===== config.mk =====
export PLATFORM = sky130hd
export DESIGN_NAME = shrot_unit
export DESIGN_NICKNAME = d
export VERILOG_FILES = /design/src/rtl/shrot_pkg.sv /design/src/rtl/shrot_datapath.sv /design/src/rtl/shrot_flag_gen.sv /design/src/rtl/shrot_unit.sv
export SDC_FILE = /design/constraint.sdc
export NUM_CORES = 1
export LEC_CHECK = 0
export BUFFER_PORTS_ARGS = -buffer_cell sky130_fd_sc_hd__buf_2
export CAP_MARGIN = 20
export CORE_MARGIN = 5
export CORE_UTILIZATION = 51
export DETAILED_ROUTE_END_ITERATION = 16
export HOLD_SLACK_MARGIN = 0.1
export PLACE_DENSITY_LB_ADDON = 0.1
export SETUP_SLACK_MARGIN = 0.02
export SYNTH_ARGS = -nofsm -noshare
export SYNTH_HDL_FRONTEND = slang
export SYNTH_SLANG_ARGS = --single-unit

===== constraint.sdc =====
create_clock -name clk -period 4.7 [get_ports clk]
set_input_delay 0.235 -clock clk [delete_from_list [all_inputs] [get_ports clk]]
set_output_delay 0.235 -clock clk [all_outputs]
set_load 0.1 [all_outputs]

===== src/rtl/shrot_pkg.sv =====
package shrot_pkg;

    localparam int PAR_BITS = 8;

    typedef enum logic [2:0] {
        OP_SHL = 3'b000,
        OP_SAL = 3'b001,
        OP_SHR = 3'b010,
        OP_SAR = 3'b011,
        OP_ROL = 3'b100,
        OP_ROR = 3'b101,
        OP_RCL = 3'b110,
        OP_RCR = 3'b111
    } shift_op_e;

    typedef struct packed {
        logic cf;
        logic zf;
        logic sf;
        logic pf;
        logic ovf;
    } flags_t;

    // Rotate family: bit 2 of the code set
    function automatic logic is_rotate(input shift_op_e op);
        return op[2];
    endfunction

    function automatic logic is_left(input shift_op_e op);
        return (op == OP_SHL) || (op == OP_SAL) || (op == OP_ROL) || (op == OP_RCL);
    endfunction

    // 1 when the byte holds an even number of ones
    function automatic logic even_parity(input logic [PAR_BITS-1:0] b);
        return ~(^b);
    endfunction

endpackage


===== src/rtl/shrot_datapath.sv =====
module shrot_datapath
    import shrot_pkg::*;
#(
    parameter int W = 16
) (
    input  shift_op_e      op,
    input  logic [W-1:0]   opnd,
    input  logic           cin,
    output logic [W-1:0]   res_next,
    output logic           cout
);
    localparam int MSB = W - 1;

    logic left;
    logic fill_lo;   // bit entering position 0 on a left move
    logic fill_hi;   // bit entering position MSB on a right move

    always_comb begin
        left = is_left(op);
        unique case (op)
            OP_ROL:  fill_lo = opnd[MSB];
            OP_RCL:  fill_lo = cin;
            default: fill_lo = 1'b0;
        endcase
        unique case (op)
            OP_SAR:  fill_hi = opnd[MSB];
            OP_ROR:  fill_hi = opnd[0];
            OP_RCR:  fill_hi = cin;
            default: fill_hi = 1'b0;
        endcase
        cout = left ? opnd[MSB] : opnd[0];
    end

    // One two-way selector per bit: left neighbour or right neighbour
    for (genvar i = 0; i < W; i++) begin : g_bit
        logic from_lower;
        logic from_upper;
        if (i == 0) begin : g_lo_edge
            assign from_lower = fill_lo;
        end else begin : g_lo_mid
            assign from_lower = opnd[i-1];
        end
        if (i == MSB) begin : g_hi_edge
            assign from_upper = fill_hi;
        end else begin : g_hi_mid
            assign from_upper = opnd[i+1];
        end
        assign res_next[i] = left ? from_lower : from_upper;
    end

endmodule


===== src/rtl/shrot_flag_gen.sv =====
module shrot_flag_gen
    import shrot_pkg::*;
#(
    parameter int W = 16
) (
    input  shift_op_e      op,
    input  logic [W-1:0]   res_next,
    input  logic           cout,
    input  flags_t         flags_cur,
    output flags_t         flags_next
);
    localparam int MSB = W - 1;

    always_comb begin
        flags_next    = flags_cur;
        flags_next.cf = cout;

        if (op == OP_SAR)
            flags_next.ovf = 1'b0;
        else if (is_left(op))
            flags_next.ovf = res_next[MSB] ^ cout;
        else
            flags_next.ovf = res_next[MSB] ^ res_next[MSB-1];

        if (!is_rotate(op)) begin
            flags_next.zf = (res_next == '0);
            flags_next.sf = res_next[MSB];
            flags_next.pf = even_parity(res_next[PAR_BITS-1:0]);
        end
    end

endmodule


===== src/rtl/shrot_unit.sv =====
module shrot_unit
    import shrot_pkg::*;
#(
    parameter int W = 16
) (
    input  logic           clk,
    input  logic           rst,
    input  logic           en,
    input  logic [2:0]     op,
    input  logic [W-1:0]   opnd,
    input  logic           cin,
    output logic [W-1:0]   res,
    output logic           cf,
    output logic           zf,
    output logic           sf,
    output logic           pf,
    output logic           ovf
);
    shift_op_e    op_e;
    logic [W-1:0] res_next;
    logic         cout;
    flags_t       flags_q;
    flags_t       flags_d;
    logic [W-1:0] res_q;

    assign op_e = shift_op_e'(op);

    shrot_datapath #(.W(W)) u_dp (
        .op       (op_e),
        .opnd     (opnd),
        .cin      (cin),
        .res_next (res_next),
        .cout     (cout)
    );

    shrot_flag_gen #(.W(W)) u_fg (
        .op         (op_e),
        .res_next   (res_next),
        .cout       (cout),
        .flags_cur  (flags_q),
        .flags_next (flags_d)
    );

    always_ff @(posedge clk) begin
        if (rst) begin
            res_q   <= '0;
            flags_q <= '0;
        end else if (en) begin
            res_q   <= res_next;
            flags_q <= flags_d;
        end
    end

    assign res = res_q;
    assign cf  = flags_q.cf;
    assign zf  = flags_q.zf;
    assign sf  = flags_q.sf;
    assign pf  = flags_q.pf;
    assign ovf = flags_q.ovf;

endmodule


-- After elaboration in Yosys (flattened, before gate mapping)
Index checks and enable logic that the tools add are counted.
- register bits after elaboration: 21
- bits of input ports: 23
- output and inout bits: 21
- word-level logic and storage cells: 44
- equality and inequality tests: 6
- multiplexer cells: 21
- bitwise logic cells: 4
- reduce and logical (&&, ||, !) cells: 7
- operators by type and width (kind ; count):
    1-bit two-way mux ; 19
    16-bit zero test ; 1
    3-bit equality test, second input constant ; 4
    8-bit XOR reduction ; 1
    3-bit by 1-bit equality test with 1-bit output, second input constant ; 1
    3-bit by 2-bit equality test with 1-bit output, second input constant ; 1
    3-bit zero test ; 1
    1-bit logical OR ; 3
    1-bit case mux with 3 select lines ; 1
    1-bit NOT ; 2
    1-bit case mux with 2 select lines ; 1
    2-bit AND reduction ; 1
    1-bit XOR ; 2

-- Longest topological paths before layout
Gate-level depths: netlist of run 1.
- depth in word-level cells: 8
- depth in mapped cells: 9
- gate-level depth less buffers: 8

-- Hierarchy
From an unflattened synthesis of run 1, not the netlist that was laid out.
- cells, all modules: 129
- area total of the unflattened synthesis: 1298.7 µm²
- modules (own cells, without submodules) (module ; times used ; cells an instance ; area each (µm²) ; sequential area each (µm²)):
    shrot_unit ; 1 ; 68 ; 752.0 ; 420.4
    shrot_datapath ; 1 ; 30 ; 335.3 ; 0.0
    shrot_flag_gen ; 1 ; 31 ; 211.5 ; 0.0

-- Worst setup path after synthesis of run 1
OpenSTA, ideal clock, no wires.
- kind: input to register
- start: in op[2]
- end: reg flags_q (netlist bit zf)
- setup time: 58 ps
- arrival time: 1985 ps
- data required time: 4642 ps
- slack: 2657 ps
- stages: 9
- path buffers: 2
- path through: buf_6 mux2i_2 buf_6 mux2i_1 ha_1 nor4bb_1 nand4b_1 a2111oi_0 a31o_2
- cells in the longest elaborated chain, start to end: 6
- elaborated cells between the ends (all ways): 31
- those cells by class: eq/ne (6); mux (18); bitwise (1); reduce/logical (6)
- RTL lines (element ; RTL line ; source):
    start: declaration ; shrot_unit.sv:9 ; input logic [2:0] op,
    3-bit by 1-bit equality test with 1-bit output or 3-bit zero test (tied branches) ; shrot_pkg.sv:30 ; return (op == OP_SHL) || (op == OP_SAL) || (op == OP_ROL) || (op == OP_RCL);
    1-bit logical OR (3 in series) ; shrot_pkg.sv:30 ;
    1-bit two-way mux ; shrot_datapath.sv:48 ; assign res_next[i] = left ? from_lower : from_upper;
    16-bit zero test ; shrot_flag_gen.sv:26 ; flags_next.zf = (res_next == '0);
    end signal: assignment ; shrot_unit.sv:50 ; flags_q <= flags_d;
    end: declaration ; shrot_unit.sv:22 ; flags_t flags_q;
Parallel ways exist; a longest one is shown, timed or not.
A chain may end at the register's enable or synchronous reset.

-- Worst setup path after layout of run 1
Ends and elaborated chain as after synthesis.

==> impl_metrics.csv, run 1 <==
group,metric,value,unit
outcome,outcome,"finished, final reports clean",
yosys,synth_edf_count,0,
hold_path,worstHoldPathType,"input port to flip-flop",
yosys,yosysSeqAreaShare,0.371,
die,core,0.00217,mm2
clock_network,cts_resized,0,
placed_design,detailed_place_hpwl,1980,um
worst_setup_path,cp.required,4.96,ns
die,die-area,0.00327,mm2
die,rows,17,
yosys,ys_ff_latch,21,
clock_network,cts_post_setup_buffers_inserted,0,
layout,area_delta_synth_final,19.3,%
power,p_total,0.488,mW
yosys,dominantRegCellSynth,"dfxtp_1",
clock_network,cts.clk_slew.worst_paths,0.12,ns
routing,dr_total_vias,998,
worst_setup_path,cp-end-kind,"flip-flop",
run,maxCapViolations,0,
layout,drive_gt1_frac,0.344,
routing,viasPerCell,5.39,
timing,skew,0,ns
clock_network,clockBufferDepth,2,
global_routing,grt_max_degree,39,
global_routing,grt_pass1_wl,4310,um
timing,slew_headroom,0.586,
clock_network,cts_tree,"built",
timing,fmax,488,MHz
global_routing,first_global_vias,1004,
routing,drt-total-wl,2580,um
clock_network,cts_max_level,1,
routing,drc,0,
power,p_per_area,361,mW/mm2
layout,n_fill_cell,222,
timing,finalCriticalPeriod,2.05,ns
placed_design,gp_congestion,0.741,
routing,drt_iter0_markers,9,
clock_network,cts-hold-fix-buffers,0,
layout,nets,185,
power,power.leakage,0.634,nW
timing,finalSetupTns,0,ns
timing,post-route-period-util,0.436,
global_routing,grt.overflow.total,0,
timing,setup_viol,0,
yosys,postSynthAreaPerCell,9.61,um2
clock_network,cts_made_buffers,3,
layout,diodes,0,
timing,rsz0062_at_grt,"false",
placed_design,port-buffer-count,43,
timing,tightest_slew,0.621,ns
timing,hold_violations,0,
yosys,async_reset_ff_frac,0,
worst_setup_path,crit_fanout,19,
global_routing,grt.total_usage,0.163,
yosys,synth_fp_nets,145,
die,io-pin-count,44,
die,start_util,0.522,
power,peakVddDrop,0.204,mV
worst_setup_path,crit_type,"input port to flip-flop",
routing,antenna_left,0,
global_routing,grt_antenna_before_repair,0,
yosys,synth.distinct_cells,30,
worst_setup_path,crit_arrival,2.31,ns
worst_setup_path,cp-start-kind,"input port",
yosys,syn_area,0.00113,mm2
layout,multi_input_area,644,um2
yosys,syn_inst,118,
clock_network,insertion_delay,0.30,ns
yosys,ys_warn_count,0,
timing,drv_slew,0,
die,die_h,57.1,um
clock_network,root_buffer,"clkbuf_4",
routing,drt-pass1-iter-count,4,
routing,wl_per_cell,14.0,um
die,die_w,57.1,um
layout,ff_latch_area,420,um2
clock_network,cts_num_sinks,21,
==> metrics by stage <==
step                      setup WS [ns]  hold slack, ns  cell area [um2]   util  cells
after floorplan                    2.66           0.457             1130      -    118
after global placement             2.38           0.473             1330  0.611    181
after detailed placement           2.31           0.476             1330  0.611    181
after CTS                          2.61           0.290             1350  0.623    185
after global routing               2.36           0.300             1350  0.623    185
final                              2.65           0.289             1350  0.623    185
==> report_power, final <==
group	internal, mW	switching [mW]	leakage, nW	total, mW
Clock	0.0330	0.0523	0.0150	0.0853
Sequential	0.192	0.00623	0.174	0.198
Combinational	0.0514	0.153	0.445	0.205
Total	0.276	0.212	0.634	0.488
==> final timing paths <==
path | start | cells past startpoint | endpoint | slack [ns]
hold / removal | opnd[9] | 3 | res[10]$_SDFFE_PP0P_ | 0.29
setup reg to reg | ovf$_SDFFE_PP0P_ | 2 | ovf$_SDFFE_PP0P_ | 3.88
setup / recovery | op[2] | 9 | zf$_SDFFE_PP0P_ | 2.65
hold reg to reg | res[2]$_SDFFE_PP0P_ | 2 | res[2]$_SDFFE_PP0P_ | 0.49
==> area by class of cell <==
class	instances	share of cell area
timing repair buffer	44	0.165
clock buffer	4	0.0194
multi-input combinational	87	0.476
sequential	21	0.311
inverter	1	0.00278
tap	28	0.0259
==> cell usage after synthesis, types with 2 or more instances <==
master | number | area share
nand4b_1 | 2 | 0.015
ha_1 | 4 | 0.044
a211oi_1 | 16 | 0.11
nand2_1 | 4 | 0.013
dfxtp_1 | 21 | 0.37
buf_6 | 2 | 0.020
clkbuf_1 | 6 | 0.020
mux2i_1 | 15 | 0.13
a211oi_2 | 2 | 0.022
xnor2_1 | 3 | 0.023
nor2_1 | 23 | 0.076
nor3b_1 | 2 | 0.013
==> critical path: stages <==
cell and delay [ns]:
buf_2 0.15, mux2i_2 0.24, buf_4 0.31, mux2i_1 0.28, ha_1 0.17, nor4bb_1 0.26, nand4b_1 0.12, a2111oi_0 0.34
a31o_2 0.20
==> flip-flops by register name, indices dropped and copies added (netlist names) <==
signal and count:
cf 1, ovf 1, pf 1, res 16, sf 1, zf 1
==> routing by layer <==
metal	part of all wire	up-vias	global-route usage
li1	-	516	-
met1	0.45	459	0.207
met2	0.49	21	0.279
met3	0.054	2	0.0385
met4	0.0046	0	0.0397
met5	0	-	0
==> cells in the final DEF, fill, tap and decap left out <==
| cell | n |
|---|---|
| a22oi_1 | 1 |
| a2111oi_0 | 1 |
| nor2_1 | 23 |
| nor3b_1 | 2 |
| clkbuf_4 | 3 |
| buf_2 | 43 |
| nand4b_1 | 2 |
| inv_1 | 1 |
| xnor2_1 | 3 |
| nand2_1 | 4 |
| a21oi_1 | 1 |
| a211o_1 | 1 |
| mux2i_2 | 1 |
| clkbuf_1 | 1 |
| a211oi_1 | 16 |
| a31o_2 | 1 |
| mux2_2 | 1 |
| and2b_4 | 1 |
| a22o_1 | 1 |
| nor4b_1 | 1 |
| o22ai_1 | 1 |
| o31ai_1 | 1 |
| ha_1 | 4 |
| and2_4 | 1 |
| a32oi_1 | 1 |
| nor4bb_1 | 1 |
| dfxtp_1 | 21 |
| mux2i_1 | 15 |
| buf_4 | 1 |
| a211oi_2 | 2 |
| nor2b_1 | 1 |
==> cell families after synthesis <==
group / Yosys count / share of synthesized area
AOI/OAI and AO/OA: 27 / 0.190
xor gates and xnor gates: 3 / 0.0232
adders and majority gates: 4 / 0.0442
buffers and inverters: 10 / 0.0607
DFF: 21 / 0.371
muxes: 17 / 0.155
and+or+nand+nor: 36 / 0.157
Note: power is estimated with default switching activity, not from simulation.
==> run 2, diff against run 1 <==
--- a/config.mk
+++ b/config.mk
@@ -8,7 +8,7 @@
 export BUFFER_PORTS_ARGS = -buffer_cell sky130_fd_sc_hd__buf_2
 export CAP_MARGIN = 20
 export CORE_MARGIN = 5
-export CORE_UTILIZATION = 51
+export CORE_UTILIZATION = 47
 export DETAILED_ROUTE_END_ITERATION = 16
 export HOLD_SLACK_MARGIN = 0.1
 export PLACE_DENSITY_LB_ADDON = 0.1
==> constraint.sdc (replaced) <==
create_clock -name clk -period 2.1 [get_ports clk]
set_input_delay 0.105 -clock clk [delete_from_list [all_inputs] [get_ports clk]]
set_output_delay 0.105 -clock clk [all_outputs]
set_load 0.1 [all_outputs]
==> run 2 against run 1 <==
Combinational power rose by 130%. Register-to-register slack lost 2.6 ns. First-iteration DRC count grew to 5.0 times the previous value. Non-clock buffer count increased by 3. Critical endpoint unchanged. Highest routed layer unchanged.
==> impl_metrics.csv, run 2 (synthesis results as in run 1) <==
group,metric,value,unit
layout,drive_gt1_frac,0.363,
clock_network,cts_resized,0,
clock_network,cts-hold-fix-buffers,0,
worst_setup_path,crit_path_top_delay_cell,"a2111oi_0",
routing,dr_total_vias,1016,
layout,ff_latch_area,420,um2
clock_network,clockBufferDepth,2,
timing,post-route-period-util,0.899,
global_routing,grt_antenna_before_repair,0,
run,maxCapViolations,0,
global_routing,grt.overflow.total,0,
die,die_w,59.1,um
routing,antenna_left,0,
worst_setup_path,crit_type,"input port to flip-flop",
timing,slew_headroom,0.676,
timing,drv_slew,0,
die,die-area,0.00349,mm2
global_routing,first_global_vias,1005,
placed_design,port-buffer-count,43,
worst_setup_path,cp.required,2.36,ns
power,p_per_area,799,mW/mm2
power,peakVddDrop,0.537,mV
layout,nets,188,
timing,finalSetupTns,0,ns
layout,mostFrequentLayoutCell,"buf_2",
timing,skew,0,ns
global_routing,grt.total_usage,0.168,
clock_network,root_buffer,"clkbuf_4",
die,start_util,0.503,
power,power.leakage,0.656,nW
routing,drt-total-wl,2750,um
worst_setup_path,critical_path.cell_chain,"buf_2 -> mux2i_2 -> buf_12 -> mux2i_1 -> ha_1 -> nor4bb_1 -> nand4b_1 -> a2111oi_0 -> a31o_2",
power,p_total,1.11,mW
layout,multi_input_area,644,um2
global_routing,grt_pass1_wl,4570,um
clock_network,cts_num_sinks,21,
layout,n_fill_cell,208,
outcome,outcome,"finished, final reports clean",
worst_setup_path,cp_top_family,"compound AO/OA/AOI/OAI gates",
layout,final_cell_mix,"buf_2 (43), nor2_1 (23), dfxtp_1 (21)",
routing,drt-pass1-iter-count,4,
timing,rsz0062_at_grt,"false",
clock_network,cts_tree,"built",
clock_network,cts.clk_slew.worst_paths,0.13,ns
routing,viasPerCell,5.40,
clock_network,cts_post_setup_buffers_inserted,0,
timing,hold_violations,0,
layout,diodes,0,
routing,drt_iter0_markers,45,
timing,fmax,530,MHz
clock_network,cts_max_level,1,
worst_setup_path,cp-end-kind,"flip-flop",
timing,finalCriticalPeriod,1.89,ns
placed_design,detailed_place_hpwl,2110,um
timing,setup_viol,0,
clock_network,insertion_delay,0.29,ns
worst_setup_path,cp.buffers_inverters,2,
layout,area_delta_synth_final,22.5,%
die,core,0.00225,mm2
routing,drc,0,
die,io-pin-count,44,
worst_setup_path,cp_slowest_stage_delay,0.41,ns
worst_setup_path,crit_arrival,2.15,ns
die,die_h,59.1,um
hold_path,worstHoldPathType,"input port to flip-flop",
global_routing,grt_max_degree,38,
layout,largest_register_ff_count,16,
worst_setup_path,crit_fanout,6,
die,rows,17,
placed_design,gp_congestion,0.796,
routing,wl_per_cell,14.6,um
worst_setup_path,cp-start-kind,"input port",
timing,tightest_slew,0.489,ns
clock_network,cts_made_buffers,3,
==> run 2: changes by cell type in the layout (fill, tap and decap cells not counted), sizes merged <==
| cell | previous run | this run |
|---|---|---|
| buf | 44 | 47 |
| clkbuf | 4 | 3 |
| clkinv | 0 | 1 |
==> run 2: stage by stage <==
| stage | instance area, um2 | instances | hold WS [ns] | setup slack, ns | utilization |
|---|---|---|---|---|---|
| floorplan | 1130 | 118 | 0.327 | 0.187 | - |
| global placement | 1360 | 184 | 0.469 | 0.0955 | 0.604 |
| detailed placement | 1360 | 184 | 0.471 | 0.0106 | 0.604 |
| CTS | 1390 | 188 | 0.142 | 0.255 | 0.616 |
| global route | 1390 | 188 | 0.145 | 0.131 | 0.616 |
| finish | 1390 | 188 | 0.146 | 0.212 | 0.616 |
==> run 2: worst paths after layout <==
check	startpoint	endpoint	slack, ns	cells past startpoint
max	op[2]	zf$_SDFFE_PP0P_	0.21	9
min	opnd[13]	res[14]$_SDFFE_PP0P_	0.15	3
max reg2reg	ovf$_SDFFE_PP0P_	ovf$_SDFFE_PP0P_	1.28	2
min reg2reg	res[14]$_SDFFE_PP0P_	res[14]$_SDFFE_PP0P_	0.49	2
==> run 2: layer usage <==
metal / part of all wire / up-vias / GRT usage
met5: 0 / - / 0
met4: 0.0073 / 0 / 0.0485
met3: 0.067 / 2 / 0.0349
met2: 0.46 / 30 / 0.276
met1: 0.46 / 467 / 0.221
li1: - / 517 / -
==> run 2: final cells by class <==
cell class              instances  share of cell area
multi-input cells              87               0.464
flip-flops and latches         21               0.303
repair buffers                 47               0.186
well taps                      28              0.0252
clock buffers                   3              0.0162
clock inverters                 1             0.00360
inverters                       1             0.00270
==> run 2: report_power, final <==
part / switching [mW] / internal, mW / leakage (nW) / total [mW]
registers: 0.0140 / 0.430 / 0.174 / 0.444
clock network: 0.127 / 0.0709 / 0.0177 / 0.198
logic: 0.345 / 0.124 / 0.464 / 0.469
total: 0.486 / 0.624 / 0.656 / 1.11
==> run 2: tightest hold or removal path, delay by kind of cell <==
family,cells,cell delay (ns)
AOI/OAI and AO/OA,2,0.18
buffers and inverters,1,0.11
